### src/rtl/sync_fmt_pkg.sv
package sync_fmt_pkg;

   localparam int REG_W = 8;

   typedef enum logic [1:0] {
      CS_SLICE = 2'b00,
      CS_HRAW  = 2'b01,
      CS_REGEN = 2'b10,
      CS_PLL   = 2'b11
   } cs_src_e;

   typedef struct packed {
      logic    hs_pol;
      logic    vs_pol;
      logic    de_pol;
      logic    fld_pol;
      logic    cs_pol;
      cs_src_e cs_sel;
      logic    clk_inv;
   } ctrl_t;

   localparam logic [REG_W-1:0] CTRL_RST = 8'hFE;

   localparam int LN_HS  = 0;
   localparam int LN_VS  = 1;
   localparam int LN_DE  = 2;
   localparam int LN_FLD = 3;
   localparam int LN_CS  = 4;
   localparam int LN_CI  = 5;
   localparam int LANES  = 6;

endpackage

### src/rtl/sync_fmt_regs.sv
module sync_fmt_regs
   import sync_fmt_pkg::*;
#(
   parameter int DUR_W   = 8,
   parameter int DUR_RST = 32
) (
   input  logic             clk,
   input  logic             rst_n,
   input  logic             wr_en,
   input  logic             wr_addr,
   input  logic [REG_W-1:0] wr_data,
   output logic [DUR_W-1:0] dur_o,
   output ctrl_t            ctrl_o
);

   localparam logic [DUR_W-1:0] DUR_INIT = DUR_W'(DUR_RST);

   always_ff @(posedge clk) begin
      if (!rst_n) begin
         dur_o  <= DUR_INIT;
         ctrl_o <= ctrl_t'(CTRL_RST);
      end else if (wr_en) begin
         if (wr_addr) ctrl_o <= ctrl_t'(wr_data);
         else         dur_o  <= wr_data[DUR_W-1:0];
      end
   end

   assert_dur_wr_R11: assert property (@(posedge clk) disable iff (!rst_n)
      (wr_en && !wr_addr) |=> dur_o == $past(wr_data[DUR_W-1:0]));

   assert_ctrl_hold_R11: assert property (@(posedge clk) disable iff (!rst_n)
      !wr_en |=> $stable(ctrl_o));

endmodule

### src/rtl/sync_fmt_hpulse.sv
module sync_fmt_hpulse #(
   parameter int DUR_W = 8
) (
   input  logic             clk,
   input  logic             rst_n,
   input  logic             href_i,
   input  logic [DUR_W-1:0] dur_i,
   output logic             pulse_o
);

   localparam logic [DUR_W-1:0] ONE  = DUR_W'(1);
   localparam logic [DUR_W-1:0] ZERO = '0;

   logic             href_q;
   logic             lead;
   logic [DUR_W-1:0] cnt;

   assign lead    = href_i && !href_q;
   assign pulse_o = (cnt != ZERO);

   always_ff @(posedge clk) begin
      if (!rst_n) begin
         href_q <= 1'b0;
         cnt    <= ZERO;
      end else begin
         href_q <= href_i;
         if (lead)              cnt <= dur_i;
         else if (cnt != ZERO)  cnt <= cnt - ONE;
      end
   end

   assert_zero_dur_R3: assert property (@(posedge clk) disable iff (!rst_n)
      (lead && dur_i == ZERO) |=> !pulse_o);

   assert_retrig_R4: assert property (@(posedge clk) disable iff (!rst_n)
      lead |=> cnt == $past(dur_i));

   assert_countdown_R5: assert property (@(posedge clk) disable iff (!rst_n)
      (!lead && cnt != ZERO) |=> cnt == $past(cnt) - ONE);

   assert_idle_R2: assert property (@(posedge clk) disable iff (!rst_n)
      (!lead && cnt == ZERO) |=> !pulse_o);

endmodule

### src/rtl/sync_fmt_polout.sv
module sync_fmt_polout #(
   parameter int N = 6
) (
   input  logic         clk,
   input  logic         rst_n,
   input  logic [N-1:0] lane_i,
   input  logic [N-1:0] pol_i,
   output logic [N-1:0] lane_o
);

   for (genvar g = 0; g < N; g++) begin : g_lane
      always_ff @(posedge clk) begin
         if (!rst_n) lane_o[g] <= 1'b0;
         else        lane_o[g] <= pol_i[g] ? lane_i[g] : !lane_i[g];
      end
   end

endmodule

### src/rtl/sync_fmt_top.sv
module sync_fmt_top
   import sync_fmt_pkg::*;
#(
   parameter int DUR_W   = 8,
   parameter int DUR_RST = 32
) (
   input  logic       clk,
   input  logic       rst_n,
   input  logic       wr_en,
   input  logic       wr_addr,
   input  logic [7:0] wr_data,
   input  logic       href_i,
   input  logic       vs_i,
   input  logic       de_i,
   input  logic       field_i,
   input  logic       sync_slice_i,
   input  logic       hsync_raw_i,
   input  logic       sync_regen_i,
   input  logic       hsync_pll_i,
   output logic       hs_o,
   output logic       vs_o,
   output logic       de_o,
   output logic       field_o,
   output logic       csync_o,
   output logic       clk_inv_o
);

   if (DUR_W < 1 || DUR_W > REG_W) begin : g_bad_width
      $error("sync_fmt_top: DUR_W must lie in 1..REG_W");
   end
   if (DUR_RST < 0 || DUR_RST >= (1 << DUR_W)) begin : g_bad_rst
      $error("sync_fmt_top: DUR_RST does not fit in DUR_W bits");
   end

   logic [DUR_W-1:0] dur;
   ctrl_t            ctrl;
   logic             pulse;
   logic             cs_mux;
   logic [LANES-1:0] lane_in;
   logic [LANES-1:0] lane_pol;
   logic [LANES-1:0] lane_out;

   sync_fmt_regs #(.DUR_W(DUR_W), .DUR_RST(DUR_RST)) regs_i (
      .clk     (clk),
      .rst_n   (rst_n),
      .wr_en   (wr_en),
      .wr_addr (wr_addr),
      .wr_data (wr_data),
      .dur_o   (dur),
      .ctrl_o  (ctrl)
   );

   sync_fmt_hpulse #(.DUR_W(DUR_W)) hpulse_i (
      .clk     (clk),
      .rst_n   (rst_n),
      .href_i  (href_i),
      .dur_i   (dur),
      .pulse_o (pulse)
   );

   always_comb begin
      unique case (ctrl.cs_sel)
         CS_SLICE: cs_mux = sync_slice_i;
         CS_HRAW:  cs_mux = hsync_raw_i;
         CS_REGEN: cs_mux = sync_regen_i;
         default:  cs_mux = hsync_pll_i;
      endcase
   end

   always_comb begin
      lane_in          = '0;
      lane_pol         = '0;
      lane_in[LN_HS]   = pulse;
      lane_pol[LN_HS]  = ctrl.hs_pol;
      lane_in[LN_VS]   = vs_i;
      lane_pol[LN_VS]  = ctrl.vs_pol;
      lane_in[LN_DE]   = de_i;
      lane_pol[LN_DE]  = ctrl.de_pol;
      lane_in[LN_FLD]  = field_i;
      lane_pol[LN_FLD] = !ctrl.fld_pol;
      lane_in[LN_CS]   = cs_mux;
      lane_pol[LN_CS]  = ctrl.cs_pol;
      lane_in[LN_CI]   = ctrl.clk_inv;
      lane_pol[LN_CI]  = 1'b1;
   end

   sync_fmt_polout #(.N(LANES)) polout_i (
      .clk    (clk),
      .rst_n  (rst_n),
      .lane_i (lane_in),
      .pol_i  (lane_pol),
      .lane_o (lane_out)
   );

   assign hs_o      = lane_out[LN_HS];
   assign vs_o      = lane_out[LN_VS];
   assign de_o      = lane_out[LN_DE];
   assign field_o   = lane_out[LN_FLD];
   assign csync_o   = lane_out[LN_CS];
   assign clk_inv_o = lane_out[LN_CI];

   assert_vs_pol_R7: assert property (@(posedge clk) disable iff (!rst_n)
      $past(rst_n) |-> vs_o == ($past(vs_i) ~^ $past(ctrl.vs_pol)));

   assert_field_sense_R8: assert property (@(posedge clk) disable iff (!rst_n)
      ($past(rst_n) && $past(ctrl.fld_pol) && $past(field_i)) |-> !field_o);

   assert_cs_pll_R9: assert property (@(posedge clk) disable iff (!rst_n)
      (ctrl.cs_sel == CS_PLL) |=> csync_o == ($past(hsync_pll_i) ~^ $past(ctrl.cs_pol)));

   assert_clkinv_R10: assert property (@(posedge clk) disable iff (!rst_n)
      (wr_en && wr_addr) |=> ##1 clk_inv_o == $past(wr_data[0], 2));

   assert_hs_pol_R6: assert property (@(posedge clk) disable iff (!rst_n)
      ($past(rst_n) && !$past(pulse)) |-> hs_o == !$past(ctrl.hs_pol));

endmodule

### config.mk
export PLATFORM = sky130hd
export DESIGN_NAME = sync_fmt_top
export DESIGN_NICKNAME = d
export VERILOG_FILES = /design/src/rtl/sync_fmt_pkg.sv /design/src/rtl/sync_fmt_regs.sv /design/src/rtl/sync_fmt_hpulse.sv /design/src/rtl/sync_fmt_polout.sv /design/src/rtl/sync_fmt_top.sv
export SDC_FILE = /design/constraint.sdc
export NUM_CORES = 1
export LEC_CHECK = 0
export BUFFER_PORTS_ARGS = -buffer_cell sky130_fd_sc_hd__buf_2
export CAP_MARGIN = 20
export CORE_MARGIN = 3
export CORE_UTILIZATION = 57
export DETAILED_ROUTE_END_ITERATION = 10
export GPL_ROUTABILITY_DRIVEN = 0
export PLACE_DENSITY_LB_ADDON = 0.25
export SYNTH_ARGS = -nofsm -noshare
export SYNTH_HDL_FRONTEND = slang
export SYNTH_SLANG_ARGS = --single-unit
### constraint.sdc
create_clock -name clk -period 3.6 [get_ports clk]
set_input_delay 0.9 -clock clk [delete_from_list [all_inputs] [get_ports clk]]
set_output_delay 0.9 -clock clk [all_outputs]
set_load 0.05 [all_outputs]
==> results of run 1 <==
[layer usage]
layer / part of all wire / vias to the layer above / wire length [um]
li1: - / 537 / -
met1: 0.45 / 479 / 1100
met2: 0.48 / 23 / 1170
met3: 0.044 / 5 / 106
met4: 0.021 / 0 / 51
met5: 0 / - / 0
[logic make-up after synthesis]
kind of cell               count (synthesis)  share of synthesized area
AOI/OAI and AO/OA                         20                      0.106
xor gates and xnor gates                  10                     0.0680
adders and majority gates                  1                    0.00971
buffers and inverters                      9                     0.0262
DFF                                       31                      0.482
muxes                                      2                     0.0262
and+or+nand+nor                           72                      0.283
[flip-flops by register name (all words and copies together) (netlist names)]
register,count
hpulse_i.href_q,1
regs_i.dur_o,8
regs_i.ctrl_o,8
polout_i.lane_o,6
hpulse_i.cnt,8
[area by class of cell]
type                    count  area, um^2
inverters                   2        7.51
well taps                  27        33.8
repair buffers             25         125
multi-input cells         105         634
clock inverters             1        5.00
fillers                   170         571
flip-flops and latches     31         621
clock buffers               7        45.0
[through the flow]
| step | utilization | hold WS, ns |
|---|---|---|
| 2_1_floorplan | - | 0.430 |
| 3_3_place_gp | 0.696 | 0.439 |
| 3_5_place_dp | 0.696 | 0.445 |
| 4_1_cts | 0.721 | 0.466 |
| 5_1_grt | 0.721 | 0.495 |
| 6_report | 0.721 | 0.462 |
[where the power goes]
part	switching [mW]	total, mW	internal (mW)	leakage [nW]
combinational	0.173	0.328	0.155	0.344
clock	0.111	0.187	0.0759	0.0293
sequential	0.0491	0.443	0.394	0.256
[path summary, 6_finish.rpt]
kind,from,end,slack (ns)
worst max register to register,hpulse_i.cnt[0],hpulse_i.cnt[1],1.57
worst max-delay path,hpulse_i.cnt[0],hpulse_i.cnt[1],1.57
worst min-delay path,regs_i.ctrl_o[0],polout_i.lane_o[5],0.46
worst min register to register,regs_i.ctrl_o[0],polout_i.lane_o[5],0.46
[cell usage after synthesis]
cell type	count
nand2_1	37
dfxtp_1	31
and2_1	10
nand3_1	10
a21boi_0	8
clkbuf_1	7
xnor2_1	6
xor2_1	4
nor2_1	3
o21ai_0	3
a21oi_1	2
a32o_1	2
inv_1	2
nand2b_1	2
nor2b_1	2
nor3_1	2
o21ai_1	2
o31ai_1	2
a31oi_1	1
ha_1	1
mux2_2	1
mux4_2	1
nor4_1	1
nor4_4	1
or3_1	1
or4_2	1
or4b_1	1
or4b_4	1
==> reports/metrics.cfg, run 1 <==
[clock_tree]
cts_tree=done
cts_made_buffers=5
clock_sinks=31
post_cts_buffers=0
cts_buffer_depth=2
cts.repair.resized=0
h-tree-depth=2
path_clk_slew_ns=0.09
hold_buffers=0
clk_latency_ns=0.33
root_buffer=clkbuf_4

[synthesis]
syn_area_mm2=0.00129
synth-warning-count=0
yosysSeqAreaShare=0.482
synth_area_leaders=dfxtp_1, nand2_1, and2_1, a21boi_0, xnor2_1
synth.avg_cell_area_um2=8.89
yosysTopAreaCellShare=0.482
synth_cell_types=28
syn-num-nets=166
synth_cells=145
ys_ff_latch=31
synth_top_cell_by_area=dfxtp_1

[detailed_routing]
routed_wl_um=2420
drt_iter0_markers=26
antenna_left=0
first_pass_iters=4
drc_errors=0
routedWlPerCell_um=12.2
via_count=1044
via_per_inst=5.27

[global_routing]
grt_first_pass_wirelength_um=4260
met2_usage=0.347
grt_max_degree=33
gr-total-overflow=0
busiest_layer=met2
track_usage=0.212
antenna_found_initial=0
use_met1=0.238
grt_pass1_vias=1031
grtUsageMet3=0.0637

[worst_setup_path]
crit_family=simple AND/OR/NAND/NOR gates
cp.buffers_inverters=1
path_class=flip-flop to flip-flop
crit_required_ns=3.87
max_stage_delay_ns=0.50
crit_chain=inv_1, ha_1, or4b_4, nor4_4, mux2_2, o21ai_1
start_kind=flip-flop
worstPathArrival_ns=2.29
endpoint_kind=flip-flop
crit_path_top_delay_cell=or4b_4
r2r_cells=6
critPathMaxFanout=6
path_depth=6

[timing]
finalCritPeriodShare=0.563
max_freq_mhz=493
worst_slew_pin_slew_ns=0.629
hold_viol=0
fin_skew_ns=0.00520
slew_viol_final=0
rsz0062_at_grt=false
max_slew_margin=0.580
setup_tns_ns=0
period_needed_ns=2.03
setup_ws_ns=1.57
setup_viol=0

[power_and_ir_drop]
ir_worst_vdd_v=0.000432
p_per_area_mw_per_mm2=651
power.total_mw=0.958
p_leak_nw=0.629

[layout]
layout_commonest_cell=nand2_1
stdcell_count=198
antennaDiodeCount=0
syn_to_final_growth_pct=14.2
final_area_mm2=0.00147
layout_common_cells=nand2_1, dfxtp_1, buf_2
final_net_count=191
layout-drive-gt1-share=0.211

[floorplanning]
start_util=0.631
die_w_um=53.6
core_area_mm2=0.00204
ios=26
num_rows=16
die_h_um=53.6
dieArea_mm2=0.00287

[job]
drv_cap=0

[place]
post-dp-hpwl_um=1860
placed_cell_area_mm2=0.00142
port_buffers=25
dp_cells=190
place_worst_setup_slack_ns=1.57

[min_path]
hold_class=flip-flop to flip-flop
hold_path_depth=1

[status]
outcome=finished clean

No activity file was read; power rests on OpenSTA's default activity.
==> run 2: changes to the inputs <==
Settings changed: CORE_UTILIZATION 57 to 47.
Clock period 3.6 ns to 1.82 ns, I/O delays scaled along.
==> run 2 against run 1 <==
Clock-buffer cell count shrank 1. Largest cell class unchanged. Clock skew grew 0.0091 ns. Maximum frequency grew 11%. The run now ends with setup timing left. Sequential power grew 99%. Highest routed layer unchanged. Non-clock buffer count grew 4. Cell area grew 4.6%.
==> reports/metrics.cfg, run 2 (synthesis gave the netlist of run 1 again) <==
[power_and_ir_drop]
seq_power_share=0.435  ; -0.028
p_switching_mw=0.684  ; +110%
comb_power_share=0.372  ; +0.030
ir_worst_vdd_v=0.000998  ; +130%
swShare=0.337  ; -0.0101
p_leak_nw=0.659  ; +4.8%
power.total_mw=2.03  ; +110%
p_per_area_mw_per_mm2=1320  ; +100%
internal_power_mw=1.34  ; +120%
power_frac_clock=0.194  ; about the same

[worst_setup_path]
r2r_slack_ns=-0.007  ; -1.58 ns
endpoint_kind=flip-flop
worstPathArrival_ns=2.08  ; -0.21 ns
start_kind=flip-flop
path_class=flip-flop to flip-flop
critPathMaxFanout=3  ; -3
crit_required_ns=2.07  ; -1.80 ns

[timing]
slew_viol_final=0  ; unchanged
setup_ws_ns=-0.00708  ; -1.58 ns
worst_slew_pin_slew_ns=0.495  ; -0.134 ns
fin_skew_ns=0.0143  ; +0.00906 ns
max_freq_mhz=547  ; +11%
setup_viol=1  ; +1
rsz0062_at_grt=true
max_slew_margin=0.669  ; +0.0896
finalCritPeriodShare=1.00  ; +0.441
period_needed_ns=1.83  ; -0.200 ns
hold_viol=0  ; unchanged

[layout]
layout_common_cells=nand2_1, dfxtp_1, buf_2
final_area_mm2=0.00154  ; +4.6%
antennaDiodeCount=0  ; unchanged
multiInputGateArea_um2=659  ; +3.9%
syn_to_final_growth_pct=19.4
nFillCells=249  ; +46%
utilization=0.605  ; -0.116
seqCellArea_um2=623  ; +0.40%
reg_top3=hpulse_i.cnt x8, regs_i.ctrl_o x8, regs_i.dur_o x8
layout-drive-gt1-share=0.282  ; +0.0711
final_net_count=195  ; +2.1%
layout_commonest_cell=nand2_1
stdcell_count=204  ; +3.0%

[floorplanning]
start_util=0.506  ; -0.125
core_area_mm2=0.00254  ; +25%
die_h_um=58.4  ; +9.0%
ios=26  ; unchanged
num_rows=18  ; +2
die_w_um=58.4  ; +9.0%
dieArea_mm2=0.00341  ; +19%

[place]
dp_cells=196  ; +3.2%
place_worst_setup_slack_ns=0.0260  ; -1.55 ns
post-dp-hpwl_um=1810  ; -2.9%
port_buffers=25  ; unchanged
placed_cell_area_mm2=0.00145  ; +1.8%

[clock_tree]
path_clk_slew_ns=0.10  ; about the same
root_buffer=clkbuf_4
clk_latency_ns=0.32  ; about the same
cts_tree=done
cts_buffer_depth=2  ; unchanged
clock_sinks=31  ; unchanged
h-tree-depth=2  ; unchanged
cts_made_buffers=5  ; unchanged

[global_routing]
grt_first_pass_wirelength_um=4460  ; +4.9%
grt_max_degree=33  ; unchanged
antenna_found_initial=0  ; unchanged
grt_pass1_vias=1070  ; +3.8%
track_usage=0.172  ; -0.0402
gr-total-overflow=0  ; unchanged

[min_path]
hold_class=primary input to flip-flop

[detailed_routing]
first_pass_iters=4  ; unchanged
routedWlPerCell_um=12.0  ; -1.5%
via_count=1056  ; +1.1%
via_per_inst=5.18  ; -1.8%
drc_errors=0  ; unchanged
antenna_left=0  ; unchanged
drt_iter0_markers=28  ; +7.7%
routed_wl_um=2460  ; +1.4%

[job]
drv_cap=0  ; unchanged

[status]
outcome=finished, violations left
violations=setup timing

run 2: changes by cell type in the layout (fill, tap and decap cells not counted), moves of 2 or more:
| cell | previous run | this run |
|---|---|---|
| inv_1 | 2 | 0 |
| dfxtp_1 | 31 | 29 |
| o31ai_1 | 2 | 0 |
| dfxtp_2 | 0 | 2 |
| inv_2 | 0 | 2 |
| clkbuf_1 | 2 | 0 |
| o31ai_2 | 0 | 2 |
| buf_4 | 0 | 4 |
run 2: power by group through the flow:
stage	combinational, mW	sequential [mW]	clock (mW)
3_3_place_gp	0.670	0.883	0
6_report	0.754	0.881	0.393
5_1_grt	0.842	0.900	0.447
3_5_place_dp	0.684	0.890	0
4_1_cts	0.689	0.873	0.411
2_1_floorplan	0.464	0.936	0
run 2: worst max-delay path: stages (launching register included):
cell and delay, ns:
dfxtp_2 0.34, inv_2 0.07, ha_4 0.13, or4b_4 0.48, nor4_4 0.25, mux2_2 0.36, o21ai_1 0.13
run 2: metal layers:
layer,share of wire,GRT usage
met1,0.46,0.205
met2,0.46,0.276
met3,0.067,0.0548
met4,0.011,0.0861
met5,0,0
run 2: timing repair:
action,in CTS,in global routing
gates resized for setup,0,9
endpoints found under the hold margin,0,0
setup buffers,0,1
endpoints found under the setup margin,0,8
hold buffers,0,0
run 2: path summary, 6_finish.rpt:
| check | startpoint | end | depth (start not counted) |
|---|---|---|---|
| worst max-delay path | hpulse_i.cnt[0] | hpulse_i.cnt[1] | 6 |
| worst max register to register | hpulse_i.cnt[0] | hpulse_i.cnt[1] | 6 |
| worst min-delay path | href_i | hpulse_i.href_q | 2 |
| worst min register to register | regs_i.ctrl_o[0] | polout_i.lane_o[5] | 1 |
run 2: stage by stage:
step           hold WS, ns  setup TNS [ns]
2_1_floorplan        0.430         -0.0407
3_3_place_gp         0.442               0
3_5_place_dp         0.445               0
4_1_cts              0.343               0
5_1_grt              0.345          -0.613
6_report             0.353        -0.00708
run 2: layout make-up:
cell class	instances	area share
Clock buffer	6	0.0333
Multi-Input combinational cell	105	0.428
Sequential cell	31	0.405
Tap cell	30	0.0244
Clock inverter	1	0.00325
Timing Repair Buffer	29	0.101
Inverter	2	0.00488
